**src/rtl/tdir_pkg.sv**
```systemverilog
package tdir_pkg;
   typedef enum logic [3:0] {
      OP_LOOKUP  = 4'd0,
      OP_AVAIL   = 4'd1,
      OP_ALLOC   = 4'd2,
      OP_RELEASE = 4'd3,
      OP_SETPERM = 4'd4,
      OP_PROBE   = 4'd5,
      OP_LKSET   = 4'd6,
      OP_LKCLR   = 4'd7,
      OP_LKTEST  = 4'd8
   } op_e;

   typedef enum logic [2:0] {
      PM_ABSENT  = 3'd0,
      PM_INVALID = 3'd1,
      PM_RDONLY  = 3'd2,
      PM_RDWR    = 3'd3,
      PM_BUSY    = 3'd4
   } perm_e;

   typedef enum logic [1:0] {
      RK_LOAD  = 2'd0,
      RK_FETCH = 2'd1,
      RK_STORE = 2'd2
   } kind_e;

   localparam int PERM_W = 3;
endpackage

```
**src/rtl/tdir_grant.sv**
```systemverilog
module tdir_grant
   import tdir_pkg::*;
(
   input  logic              hit,
   input  logic [PERM_W-1:0] perm,
   input  logic [1:0]        kind,
   output logic              grant
);
   always_comb begin
      grant = 1'b0;
      if (hit) begin
         case (perm)
            PM_RDWR:   grant = 1'b1;
            PM_RDONLY: grant = (kind == RK_LOAD) || (kind == RK_FETCH);
            default:   grant = 1'b0;
         endcase
      end
   end
endmodule

```
**src/rtl/tdir_match.sv**
```systemverilog
module tdir_match
   import tdir_pkg::*;
#(
   parameter int ASSOC = 4,
   parameter int LA_W  = 12,
   parameter int WAY_W = 2
) (
   input  logic [LA_W-1:0]   req_line,
   input  logic [LA_W-1:0]   way_line [ASSOC],
   input  logic [PERM_W-1:0] way_perm [ASSOC],
   output logic              hit,
   output logic [WAY_W-1:0]  hit_way,
   output logic              free_any,
   output logic [WAY_W-1:0]  free_way
);
   logic [ASSOC-1:0] match_v;
   logic [ASSOC-1:0] empty_v;

   for (genvar w = 0; w < ASSOC; w++) begin : g_way
      assign empty_v[w] = (way_perm[w] == PM_ABSENT);
      assign match_v[w] = !empty_v[w] && (way_line[w] == req_line);
   end

   assign hit      = |match_v;
   assign free_any = |empty_v;

   // lowest-numbered way wins in both encoders
   always_comb begin
      hit_way  = '0;
      free_way = '0;
      for (int w = ASSOC - 1; w >= 0; w--) begin
         if (match_v[w]) hit_way  = WAY_W'(w);
         if (empty_v[w]) free_way = WAY_W'(w);
      end
   end
endmodule

```
**src/rtl/tdir_lru.sv**
```systemverilog
module tdir_lru #(
   parameter int SETS  = 8,
   parameter int ASSOC = 4,
   parameter int SET_W = 3,
   parameter int WAY_W = 2
) (
   input  logic             clk,
   input  logic             rst_n,
   input  logic             touch_en,
   input  logic [SET_W-1:0] set_idx,
   input  logic [WAY_W-1:0] touch_way,
   output logic [WAY_W-1:0] victim_way
);
   localparam logic [WAY_W-1:0] OLDEST = WAY_W'(ASSOC - 1);

   // age 0 = most recent, ASSOC-1 = victim; ages in a set form a permutation
   logic [WAY_W-1:0] age_q [SETS][ASSOC];
   logic [WAY_W-1:0] ref_age;

   assign ref_age = age_q[set_idx][touch_way];

   always_ff @(posedge clk or negedge rst_n) begin
      if (!rst_n) begin
         for (int s = 0; s < SETS; s++)
            for (int w = 0; w < ASSOC; w++)
               age_q[s][w] <= WAY_W'(w);
      end else if (touch_en) begin
         for (int w = 0; w < ASSOC; w++) begin
            if (WAY_W'(w) == touch_way)
               age_q[set_idx][w] <= '0;
            else if (age_q[set_idx][w] < ref_age)
               age_q[set_idx][w] <= age_q[set_idx][w] + 1'b1;
         end
      end
   end

   always_comb begin
      victim_way = '0;
      for (int w = 0; w < ASSOC; w++)
         if (age_q[set_idx][w] == OLDEST) victim_way = WAY_W'(w);
   end
endmodule

```
**src/rtl/tdir_top.sv**
```systemverilog
module tdir_top
   import tdir_pkg::*;
#(
   parameter int ADDR_W      = 16,
   parameter int LINE_BYTES  = 16,
   parameter int CACHE_BYTES = 512,
   parameter int ASSOC       = 4,
   parameter int START_BIT   = 4,
   parameter int CTX_W       = 4,
   localparam int WAY_W      = $clog2(ASSOC)
) (
   input  logic              clk,
   input  logic              rst_n,
   input  logic              req_valid,
   output logic              req_ready,
   input  logic [3:0]        req_op,
   input  logic [ADDR_W-1:0] req_addr,
   input  logic [1:0]        req_kind,
   input  logic [2:0]        req_perm,
   input  logic [CTX_W-1:0]  req_ctx,
   input  logic              req_touch,
   output logic              rsp_valid,
   output logic              rsp_hit,
   output logic [WAY_W-1:0]  rsp_way,
   output logic [2:0]        rsp_perm,
   output logic              rsp_grant,
   output logic              rsp_avail,
   output logic              rsp_err,
   output logic              rsp_locked,
   output logic [ADDR_W-1:0] rsp_victim
);
   localparam int OFF_W = $clog2(LINE_BYTES);
   localparam int SETS  = CACHE_BYTES / ASSOC / LINE_BYTES;
   localparam int SET_W = (SETS > 1) ? $clog2(SETS) : 1;
   localparam int LA_W  = ADDR_W - OFF_W;
   localparam logic [CTX_W-1:0] NO_OWNER = {CTX_W{1'b1}};

   // elaboration-time parameter checks
   if (SETS < 2) begin : g_err_sets
      $error("tdir_top: geometry must give at least two sets");
   end
   if ((1 << SET_W) != SETS) begin : g_err_pow2
      $error("tdir_top: set count must be a power of two");
   end
   if ((1 << OFF_W) != LINE_BYTES) begin : g_err_line
      $error("tdir_top: line size must be a power of two");
   end
   if (ASSOC < 2) begin : g_err_assoc
      $error("tdir_top: associativity must be at least two");
   end
   if (START_BIT < OFF_W || START_BIT + SET_W > ADDR_W) begin : g_err_start
      $error("tdir_top: index field must lie between offset and top bit");
   end

   // ------------------------------------------------------------ storage
   logic [LA_W-1:0]   line_q [SETS][ASSOC];
   logic [PERM_W-1:0] perm_q [SETS][ASSOC];
   logic [CTX_W-1:0]  ctx_q  [SETS][ASSOC];
   logic              ready_q;

   // ------------------------------------------------------------ decode
   op_e               op;
   logic              acc;
   logic [SET_W-1:0]  set_idx;
   logic [LA_W-1:0]   req_line;
   logic              unused_offset;

   assign op            = op_e'(req_op);
   assign acc           = req_valid && ready_q;
   assign set_idx       = req_addr[START_BIT +: SET_W];
   assign req_line      = req_addr[ADDR_W-1:OFF_W];
   assign unused_offset = ^req_addr[OFF_W-1:0];
   assign req_ready     = ready_q;

   logic [LA_W-1:0]   sel_line [ASSOC];
   logic [PERM_W-1:0] sel_perm [ASSOC];
   logic [CTX_W-1:0]  sel_ctx  [ASSOC];

   always_comb begin
      for (int w = 0; w < ASSOC; w++) begin
         sel_line[w] = line_q[set_idx][w];
         sel_perm[w] = perm_q[set_idx][w];
         sel_ctx[w]  = ctx_q[set_idx][w];
      end
   end

   logic             hit, free_any, grant_raw, avail;
   logic [WAY_W-1:0] hit_way, free_way, vic_way;
   logic [PERM_W-1:0] hit_perm;
   logic [CTX_W-1:0] hit_ctx;

   tdir_match #(.ASSOC(ASSOC), .LA_W(LA_W), .WAY_W(WAY_W)) u_match (
      .req_line (req_line),
      .way_line (sel_line),
      .way_perm (sel_perm),
      .hit      (hit),
      .hit_way  (hit_way),
      .free_any (free_any),
      .free_way (free_way)
   );

   assign hit_perm = hit ? sel_perm[hit_way] : PM_ABSENT;
   assign hit_ctx  = sel_ctx[hit_way];
   assign avail    = hit || free_any;

   tdir_grant u_grant (
      .hit   (hit),
      .perm  (hit_perm),
      .kind  (req_kind),
      .grant (grant_raw)
   );

   // ------------------------------------------------------------ legality
   logic err, do_alloc, do_free, do_perm, do_lkset, do_lkclr, touch_en;

   always_comb begin
      err      = 1'b0;
      do_alloc = 1'b0;
      do_free  = 1'b0;
      do_perm  = 1'b0;
      do_lkset = 1'b0;
      do_lkclr = 1'b0;
      case (op)
         OP_LOOKUP, OP_AVAIL: err = 1'b0;
         OP_ALLOC: begin
            err      = hit || !free_any;
            do_alloc = !err;
         end
         OP_RELEASE: begin
            err     = !hit;
            do_free = hit;
         end
         OP_SETPERM: begin
            err     = !hit || (req_perm > PM_BUSY);
            do_perm = !err;
         end
         OP_PROBE:  err = avail;
         OP_LKSET: begin
            err      = !hit;
            do_lkset = hit;
         end
         OP_LKCLR: begin
            err      = !hit;
            do_lkclr = hit;
         end
         OP_LKTEST: err = !hit;
         default:   err = 1'b1;
      endcase
   end

   assign touch_en = acc && (((op == OP_LOOKUP) && hit) || (do_alloc && req_touch));

   tdir_lru #(.SETS(SETS), .ASSOC(ASSOC), .SET_W(SET_W), .WAY_W(WAY_W)) u_lru (
      .clk        (clk),
      .rst_n      (rst_n),
      .touch_en   (touch_en),
      .set_idx    (set_idx),
      .touch_way  ((op == OP_LOOKUP) ? hit_way : free_way),
      .victim_way (vic_way)
   );

   // ------------------------------------------------------------ state
   always_ff @(posedge clk or negedge rst_n) begin
      if (!rst_n) begin
         ready_q <= 1'b0;
         for (int s = 0; s < SETS; s++) begin
            for (int w = 0; w < ASSOC; w++) begin
               line_q[s][w] <= '0;
               perm_q[s][w] <= PM_ABSENT;
               ctx_q[s][w]  <= NO_OWNER;
            end
         end
      end else begin
         ready_q <= 1'b1;
         if (acc) begin
            if (do_alloc) begin
               line_q[set_idx][free_way] <= req_line;
               perm_q[set_idx][free_way] <= PM_INVALID;
               ctx_q[set_idx][free_way]  <= NO_OWNER;
            end
            if (do_free) begin
               line_q[set_idx][hit_way] <= '0;
               perm_q[set_idx][hit_way] <= PM_ABSENT;
               ctx_q[set_idx][hit_way]  <= NO_OWNER;
            end
            if (do_perm)  perm_q[set_idx][hit_way] <= req_perm;
            if (do_lkset) ctx_q[set_idx][hit_way]  <= req_ctx;
            if (do_lkclr) ctx_q[set_idx][hit_way]  <= NO_OWNER;
         end
      end
   end

   // ------------------------------------------------------------ response
   always_ff @(posedge clk or negedge rst_n) begin
      if (!rst_n) begin
         rsp_valid  <= 1'b0;
         rsp_hit    <= 1'b0;
         rsp_way    <= '0;
         rsp_perm   <= PM_ABSENT;
         rsp_grant  <= 1'b0;
         rsp_avail  <= 1'b0;
         rsp_err    <= 1'b0;
         rsp_locked <= 1'b0;
         rsp_victim <= '0;
      end else begin
         rsp_valid <= acc;
         if (acc) begin
            rsp_hit    <= hit;
            rsp_perm   <= hit_perm;
            rsp_grant  <= (op == OP_LOOKUP) && grant_raw;
            rsp_avail  <= avail;
            rsp_err    <= err;
            rsp_locked <= (op == OP_LKTEST) && hit && (hit_ctx == req_ctx);
            if (op == OP_PROBE) begin
               rsp_way    <= vic_way;
               rsp_victim <= {sel_line[vic_way], {OFF_W{1'b0}}};
            end else begin
               rsp_way    <= (op == OP_ALLOC && !hit) ? free_way : hit_way;
               rsp_victim <= '0;
            end
         end
      end
   end
endmodule

```
**config.mk**
```make
export PLATFORM = sky130hd
export DESIGN_NAME = tdir_top
export DESIGN_NICKNAME = d
export VERILOG_FILES = /design/src/rtl/tdir_pkg.sv /design/src/rtl/tdir_grant.sv /design/src/rtl/tdir_match.sv /design/src/rtl/tdir_lru.sv /design/src/rtl/tdir_top.sv
export SDC_FILE = /design/constraint.sdc
export NUM_CORES = 2
export LEC_CHECK = 0
export ABC_AREA = 0
export ABC_CLOCK_PERIOD_IN_PS = 6400
export CAP_MARGIN = 5
export CELL_PAD_IN_SITES_DETAIL_PLACEMENT = 0
export CELL_PAD_IN_SITES_GLOBAL_PLACEMENT = 1
export CORE_MARGIN = 2
export CORE_UTILIZATION = 25
export DETAILED_ROUTE_END_ITERATION = 16
export GPL_TIMING_DRIVEN = 0
export MAX_ROUTING_LAYER = met4
export PLACE_DENSITY = 0.44
export SETUP_SLACK_MARGIN = 0.15
export SLEW_MARGIN = 20
export SYNTH_ARGS = -nofsm -noshare
export SYNTH_HDL_FRONTEND = slang
export SYNTH_SLANG_ARGS = --single-unit
```
**constraint.sdc**
```tcl
create_clock -name clk -period 6.4 [get_ports clk]
set_clock_uncertainty 0.05 [all_clocks]
set_input_delay 0.64 -clock clk [delete_from_list [all_inputs] [get_ports clk]]
set_output_delay 0.64 -clock clk [all_outputs]
set_load 0.01 [all_outputs]
```
Word level (Yosys, flattened, before mapping)
Index checks and enable logic that the tools add are counted.
W data, S select, Z words.
{"block": "totals", "in_bits": 33, "out_inout_bits": 28, "regBits": 700}
{"block": "classes", "n_mux": 113, "bitwise": 23, "n_reduce_logical": 39, "order_cmp": 13, "n_eq_ne": 22, "addsub": 4}
{"operator": "$mux W384", "n": 3}
{"operator": "$mux W128", "n": 7}
{"operator": "$mux W64", "n": 11}
{"operator": "$mux W96", "n": 5}
{"operator": "$and A384 B384 Y384", "n": 1}
{"operator": "$bwmux W384", "n": 1}
{"operator": "$not A384 Y384", "n": 1}
{"operator": "$or A128 B128 Y128", "n": 3}
{"operator": "$and A64 B64 Y64", "n": 5}
{"operator": "$not A64 Y64", "n": 5}
{"operator": "$demux W48 S3", "n": 2}
{"operator": "$bwmux W64", "n": 4}
{"operator": "$mux W48", "n": 4}
{"operator": "$bmux W48 S3", "n": 1}
{"operator": "$bwmux W128", "n": 1}
{"operator": "$and A96 B96 Y96", "n": 1}
{"operator": "$bwmux W96", "n": 1}
{"operator": "$demux W16 S3", "n": 2}
{"operator": "$demux W8 S3", "n": 4}
{"operator": "$mux W12", "n": 8}
{"operator": "$not A96 Y96", "n": 1}
{"operator": "$mux W16", "n": 5}
{"operator": "$demux W12 S3", "n": 2}
{"operator": "$bmux W16 S3", "n": 1}
{"operator": "46 further kinds", "n": 135}

Logic depth before layout (Yosys ltp)
{"block": "depth", "depth_word": 31, "mapped_depth": 22}

By module
A second synthesis with hierarchy kept.
{"block": "hier_totals", "hier_cells": 3440, "area_unflattened_um2": 34470.6}
{"module": "tdir_top", "area_per_inst_um2": 30194.0, "seq_area_each_um2": 15975.3, "cells_per_inst": 3023, "instances": 1}
{"module": "tdir_lru", "area_per_inst_um2": 3585.9, "seq_area_each_um2": 1641.6, "cells_per_inst": 328, "instances": 1}
{"module": "tdir_match", "area_per_inst_um2": 663.1, "seq_area_each_um2": 0.0, "cells_per_inst": 86, "instances": 1}
{"module": "tdir_grant", "area_per_inst_um2": 27.5, "seq_area_each_um2": 0.0, "cells_per_inst": 3, "instances": 1}

Least setup slack after synthesis
Ideal clock, no wire load.
{"block": "synth_timing", "path_type": "input to register", "from": "in req_addr[4]", "to": "reg u_lru.age_q[6] (netlist name)", "setup_time_ps": 128, "required_time_ps": 6222, "slack_ps": 1158, "t_arrival_ps": 5065, "path_stages": 18, "path_cell_list": "buf_2 > buf_6 > mux4_2 > mux2i_1 > o21ai_0 > or4_1 > or2_2 > a2111oi_2 > or2_1 > buf_2 > mux2i_1 > nor2_1 > a21oi_1 > ha_1 > nor2_1 > o21ai_1 > a21oi_1 > mux2_1"}
{"block": "synth_via", "elab_chain_len": 31, "elab_cells_between_ends": 92}
{"element": "start, declared", "line": "tdir_top.sv:17", "source": "input logic [ADDR_W-1:0] req_addr,"}
{"element": "parallel branches: the longest is 31 deep, another holds $bmux W48 S3"}
{"element": "end signal, assigned by index", "line": "tdir_lru.sv:26", "source": "age_q[s][w] <= WAY_W'(w);"}
{"element": "end signal, assigned by index", "line": "tdir_lru.sv:32", "source": "age_q[set_idx][w] <= age_q[set_idx][w] + 1'b1;"}
{"element": "end, declared", "line": "tdir_lru.sv:17", "source": "logic [WAY_W-1:0] age_q [SETS][ASSOC];"}
Parallel ways; which one is timed is not known. The select of a mux whose other input is x is not followed.
A chain may end at the register's enable or synchronous reset.

Final worst setup path
{"block": "layout_timing", "from": "in req_addr[4]", "to": "reg line_q[366] (netlist name)"}
{"block": "layout_via", "elab_chain_len": 21, "elab_cells_between_ends": 63}
{"element": "$not A3 Y4 (not written as such)"}
{"element": "$bmux W12 S3", "line": "tdir_top.sv:82", "source": "sel_perm[w] = perm_q[set_idx][w];"}
{"element": "$mux W12 (not written as such) (2 in series)", "line": "tdir_top.sv:82"}
{"element": "$logic_not A3 Y1", "line": "tdir_match.sv:20", "source": "assign empty_v[w] = (way_perm[w] == PM_ABSENT);"}
{"element": "$mux W2 / $logic_not A1 Y1 (equally long branches)", "line": "tdir_match.sv:33, tdir_match.sv:21"}
{"element": "$mux W2 / $logic_and A1 B1 Y1 (equally long branches)", "line": "tdir_match.sv:33, tdir_match.sv:21"}
{"element": "$mux W2, on equally long branches (2 in series)", "line": "tdir_match.sv:33, tdir_match.sv:32"}
{"element": "$not A2 Y3 (not written as such) / $mux W2 (equally long branches)", "line": "tdir_top.sv:177, tdir_match.sv:32"}
{"element": "(+3 left out)"}
{"element": "$demux W12 S2 / $logic_and A1 B1 Y1 (equally long branches)", "line": "tdir_top.sv:177, tdir_top.sv:182"}
{"element": "$mux W48 (not written as such) / $mux W12 (equally long branches)", "line": "tdir_top.sv:177, tdir_top.sv:182"}
{"element": "$demux W48 S3 / $demux W12 S2 (equally long branches)", "line": "tdir_top.sv:177, tdir_top.sv:182"}
{"element": "$bwmux W384 / $mux W48 (equally long branches)", "line": "tdir_top.sv:177, tdir_top.sv:182"}
{"element": "$mux W384 / $demux W48 S3 (equally long branches)", "line": "tdir_top.sv:176, tdir_top.sv:182"}
{"element": "$mux W384 / $not A384 Y384 (equally long branches)"}
{"element": "$and A384 B384 Y384 (no source line)"}
{"element": "$mux W384 (*)", "line": "tdir_top.sv:181", "source": "if (do_free) begin"}
{"element": "end signal, assigned by index", "line": "tdir_top.sv:177", "source": "line_q[set_idx][free_way] <= req_line;"}
{"element": "end, declared", "line": "tdir_top.sv:56", "source": "logic [LA_W-1:0] line_q [SETS][ASSOC];"}
Every way passes the cells marked *; elsewhere a longest branch is shown, timed or not. The select of a mux whose other input is x is not followed.

==> reports/qor.txt <==
Critical Path Start - req_addr[4]
Largest net degree at the start of global routing - 83
Total power - 10.7 mW
Final hold viol count - 0
Clock power frac - 0.476
Die area - 0.138 mm2
Synth unique cells - 83
Worst-case clock buffer depth - 3
Sequential fraction of the synthesis area - 0.522
Most frequent cells after synthesis - dfrtp_1 (536), nand2_1 (423), o21ai_0 (348)
Outcome - complete, no violations
RSZ-0062 raised after global routing - yes
Starting Density - 0.252
Fraction of layout instances using a drive strength above 1 - 0.190
DRT antenna net count - 0
CP Class - primary input to register
Clock Sinks - 696
Initial antenna violation count - 8
WHS Endpoint - line_q[232]
Die X - 371 um
R2r setup slk - 0.97 ns
Tcrit/Tclk final - 0.982
CP arrival - 6.76 ns
Max-slew violations - 0
Vias in the first global route - 29.5k
DRT iter0 DRCs - 2799
Worst Setup Start Kind - primary input
Syn Area/Cell - 10.2 um2
Crit path max-delay cell type - o21ai_0
Clock Root Buffer - clkbuf_16
Fill count - 14.0k
Cell count after synthesis - 3308
Clock Latency Late Sink - 0.71 ns
Total net switching power - 2.95 mW
CP cell instances - clkdlybuf4s50_1 > buf_2 > buf_4 > buf_4 > buf_4 > a221oi_1 > o21ai_0 > xor2_1 > nor4b_1 > and3_1 > nand2_1 > nor2_1 > or2_2 > nand2_1 > clkbuf_2 > nand2_1 > o21ai_0
Cts bufs inserted - 88
Reg clk slew, reported paths - 0.06 ns
Yosys warns - 0
Multi-input gate area - 0.0155 mm2
Post-DP HPWL - 135000 um
Port Buffers - 37
First-pass GRT wire length - 260000 um
Post-synth top area share - 0.398
Routed wire length - 190000 um
Layout Cells excl Fill - 5316
FF-to-FF Start - line_q[101]
Placed inst area - 0.0368 mm2
Final min period - 6.29 ns
Number of enable flip-flop cells after synthesis - 0
Vias - 29.5k
Net Sw Frac - 0.276
Leak - 16.7 nW
GRT Total Usage - 0.281
Max_cap viols - 0
R2r endpoint - u_lru.age_q[38]
CTS tree - yes
Critical Path Sink Type - register
DP Cell Count - 5134
IR drop worst, VDD - 200 uV
NumNets Final - 3514
Combinational share of power - 0.098
Register area - 0.0176 mm2
Synth async-reset ratio - 1.00
Power Dens Cells - 263 mW/mm2
Gr ovfl total - 0
Req. time, crit path - 6.87 ns
Reg power frac - 0.426
Core ar. - 0.134 mm2
CP peak stage delay - 0.65 ns
Hold depth - 2
FF-to-FF path depth - 18
P_int - 7.71 mW
Least-Margin Pin Slew - 1.26 ns
Family with the most delay on the worst path - simple AND/OR/NAND/NOR gates
Number of H-tree levels - 3
Drt drc - 0
Hold WC Path Type - register to register
Design Area, Final - 0.0405 mm2
Drt wl/cell - 35.7 um
Most used DFF post-synth - dfrtp_1
Row count - 134
First-pass DRT Iterations - 7
Worst Path Buf+Inv - 6
Setup-failing EPs final - 0
Seq cells post-synth - 696
Via-per-instance ratio - 5.55
Mapped cell area - 0.0337 mm2
Cell taking the most area after synthesis - dfrtp_1
RePlAce Congestion - 0.969
Crit path max fanout - 10
Fmax - 0.159 GHz
Ranking of synthesized cells by area - dfrtp_1 (40%), dfstp_2 (12%), o21ai_0 (5.2%), nand2_1 (4.7%), a21oi_1 (3.9%)
Hold Crit Start - line_q[232]
Area Overhead vs Synth - 20.1%
Io pins - 61
Normalized max-slew margin - 0.160
Chip height - 371 um
Most numerous cell in the Yosys netlist - dfrtp_1
## power groups by stage
| stage | registers [mW] | logic (mW) | clock network [mW] |
|---|---|---|---|
| after floorplan | 4.60 | 0.439 | 0 |
| after global placement | 4.62 | 0.972 | 0 |
| after detailed placement | 4.61 | 0.996 | 0 |
| after CTS | 4.54 | 1.02 | 5.16 |
| after global routing | 4.55 | 1.09 | 5.33 |
| final | 4.54 | 1.05 | 5.07 |
## cells in the final DEF, fill, tap and decap left out, types with 37 or more instances in the layout
master and instances:
dfrtp_1 536, nand2_1 420, o21ai_0 346, nor2_1 250, a21oi_1 243, clkbuf_1 165
dfstp_2 160, a22o_1 116, clkbuf_16 89, mux2i_1 72, mux2_2 70, o22ai_1 58
mux4_2 55, o22a_1 53, and2_1 49, nor3_1 46, a22oi_1 45, mux2_1 40
buf_4 39, clkbuf_2 37
## per-stage QoR
step                      TNS (ns)  hold slack [ns]  setup WS (ns)  utilization
after floorplan                  0            0.294           1.16            -
after global placement           -            0.407         -30.81        0.272
after detailed placement  -1102.43            0.416          -2.51        0.275
after CTS                        0            0.392         0.0984        0.300
after global routing             0            0.448          0.123        0.303
final                            0            0.425          0.114        0.303
## layout make-up
| class | count | area share |
|---|---|---|
| Antenna cell | 3 | 0.000185 |
| Buffer | 248 | 0.0327 |
| Clock buffer | 136 | 0.0640 |
| Clock inverter | 25 | 0.00621 |
| Inverter | 23 | 0.00226 |
| Multi-Input combinational cell | 2343 | 0.383 |
| Sequential cell | 696 | 0.435 |
| Tap cell | 1768 | 0.0546 |
| Timing Repair Buffer | 74 | 0.0217 |
## registers in the layout, indices dropped and copies added, names as in the netlist
name / count
line_q: 384
ctx_q: 128
perm_q: 96
u_lru.age_q: 64
rsp_victim: 12
rsp_perm: 3
rsp_way: 2
req_ready: 1
rsp_avail: 1
rsp_err: 1
rsp_grant: 1
rsp_hit: 1
rsp_locked: 1
rsp_valid: 1
## tightest hold or removal path: cells and delay by family, from the launching register on
kind,cells,cell delay (ns)
DFF,1,0.34
and+or+nand+nor,1,0.04
AOI/OAI and AO/OA,1,0.05
## timing repair
action / CTS / global route
setup endpoints to repair: 681 / 233
pin swaps: 5 / 2
gates resized for setup: 107 / 101
hold buffers: 1 / 0
setup buffers: 9 / 9
endpoints found under the hold margin: 63 / 0
## routing by layer
metal  vias up  part of all wire  GRT usage
li1      12400                 -          -
met1     15700              0.44      0.373
met2      1104              0.46      0.436
met4         0             0.043     0.0987
met5         -                 0          -
met3       286             0.058     0.0412
## worst max-delay path by stage
stage          slack, ns  cells past startpoint              end
5_1_grt             0.12                     23  u_lru.age_q[56]
3_5_place_dp       -2.51                     17      line_q[364]
2_1_floorplan       1.16                     18   u_lru.age_q[6]
3_3_place_gp      -30.81                      1       perm_q[15]
6_report            0.11                     17      line_q[366]
4_1_cts              0.1                     22  u_lru.age_q[18]
## kinds of logic (layout without fill, tap and decap cells)
logic type,count (synthesis),after routing,share of synthesized area
XOR/XNOR,34,34,0.00883
multiplexers,247,247,0.0978
other,2,8,0.000223
flip-flops,696,696,0.522
AND/OR/NAND/NOR,961,961,0.127
adder cells (fa/ha/maj),7,7,0.00260
buffers and inverters,272,506,0.0333
AO/OA/AOI/OAI,1089,1089,0.208
(Power assumes the default switching activity.)
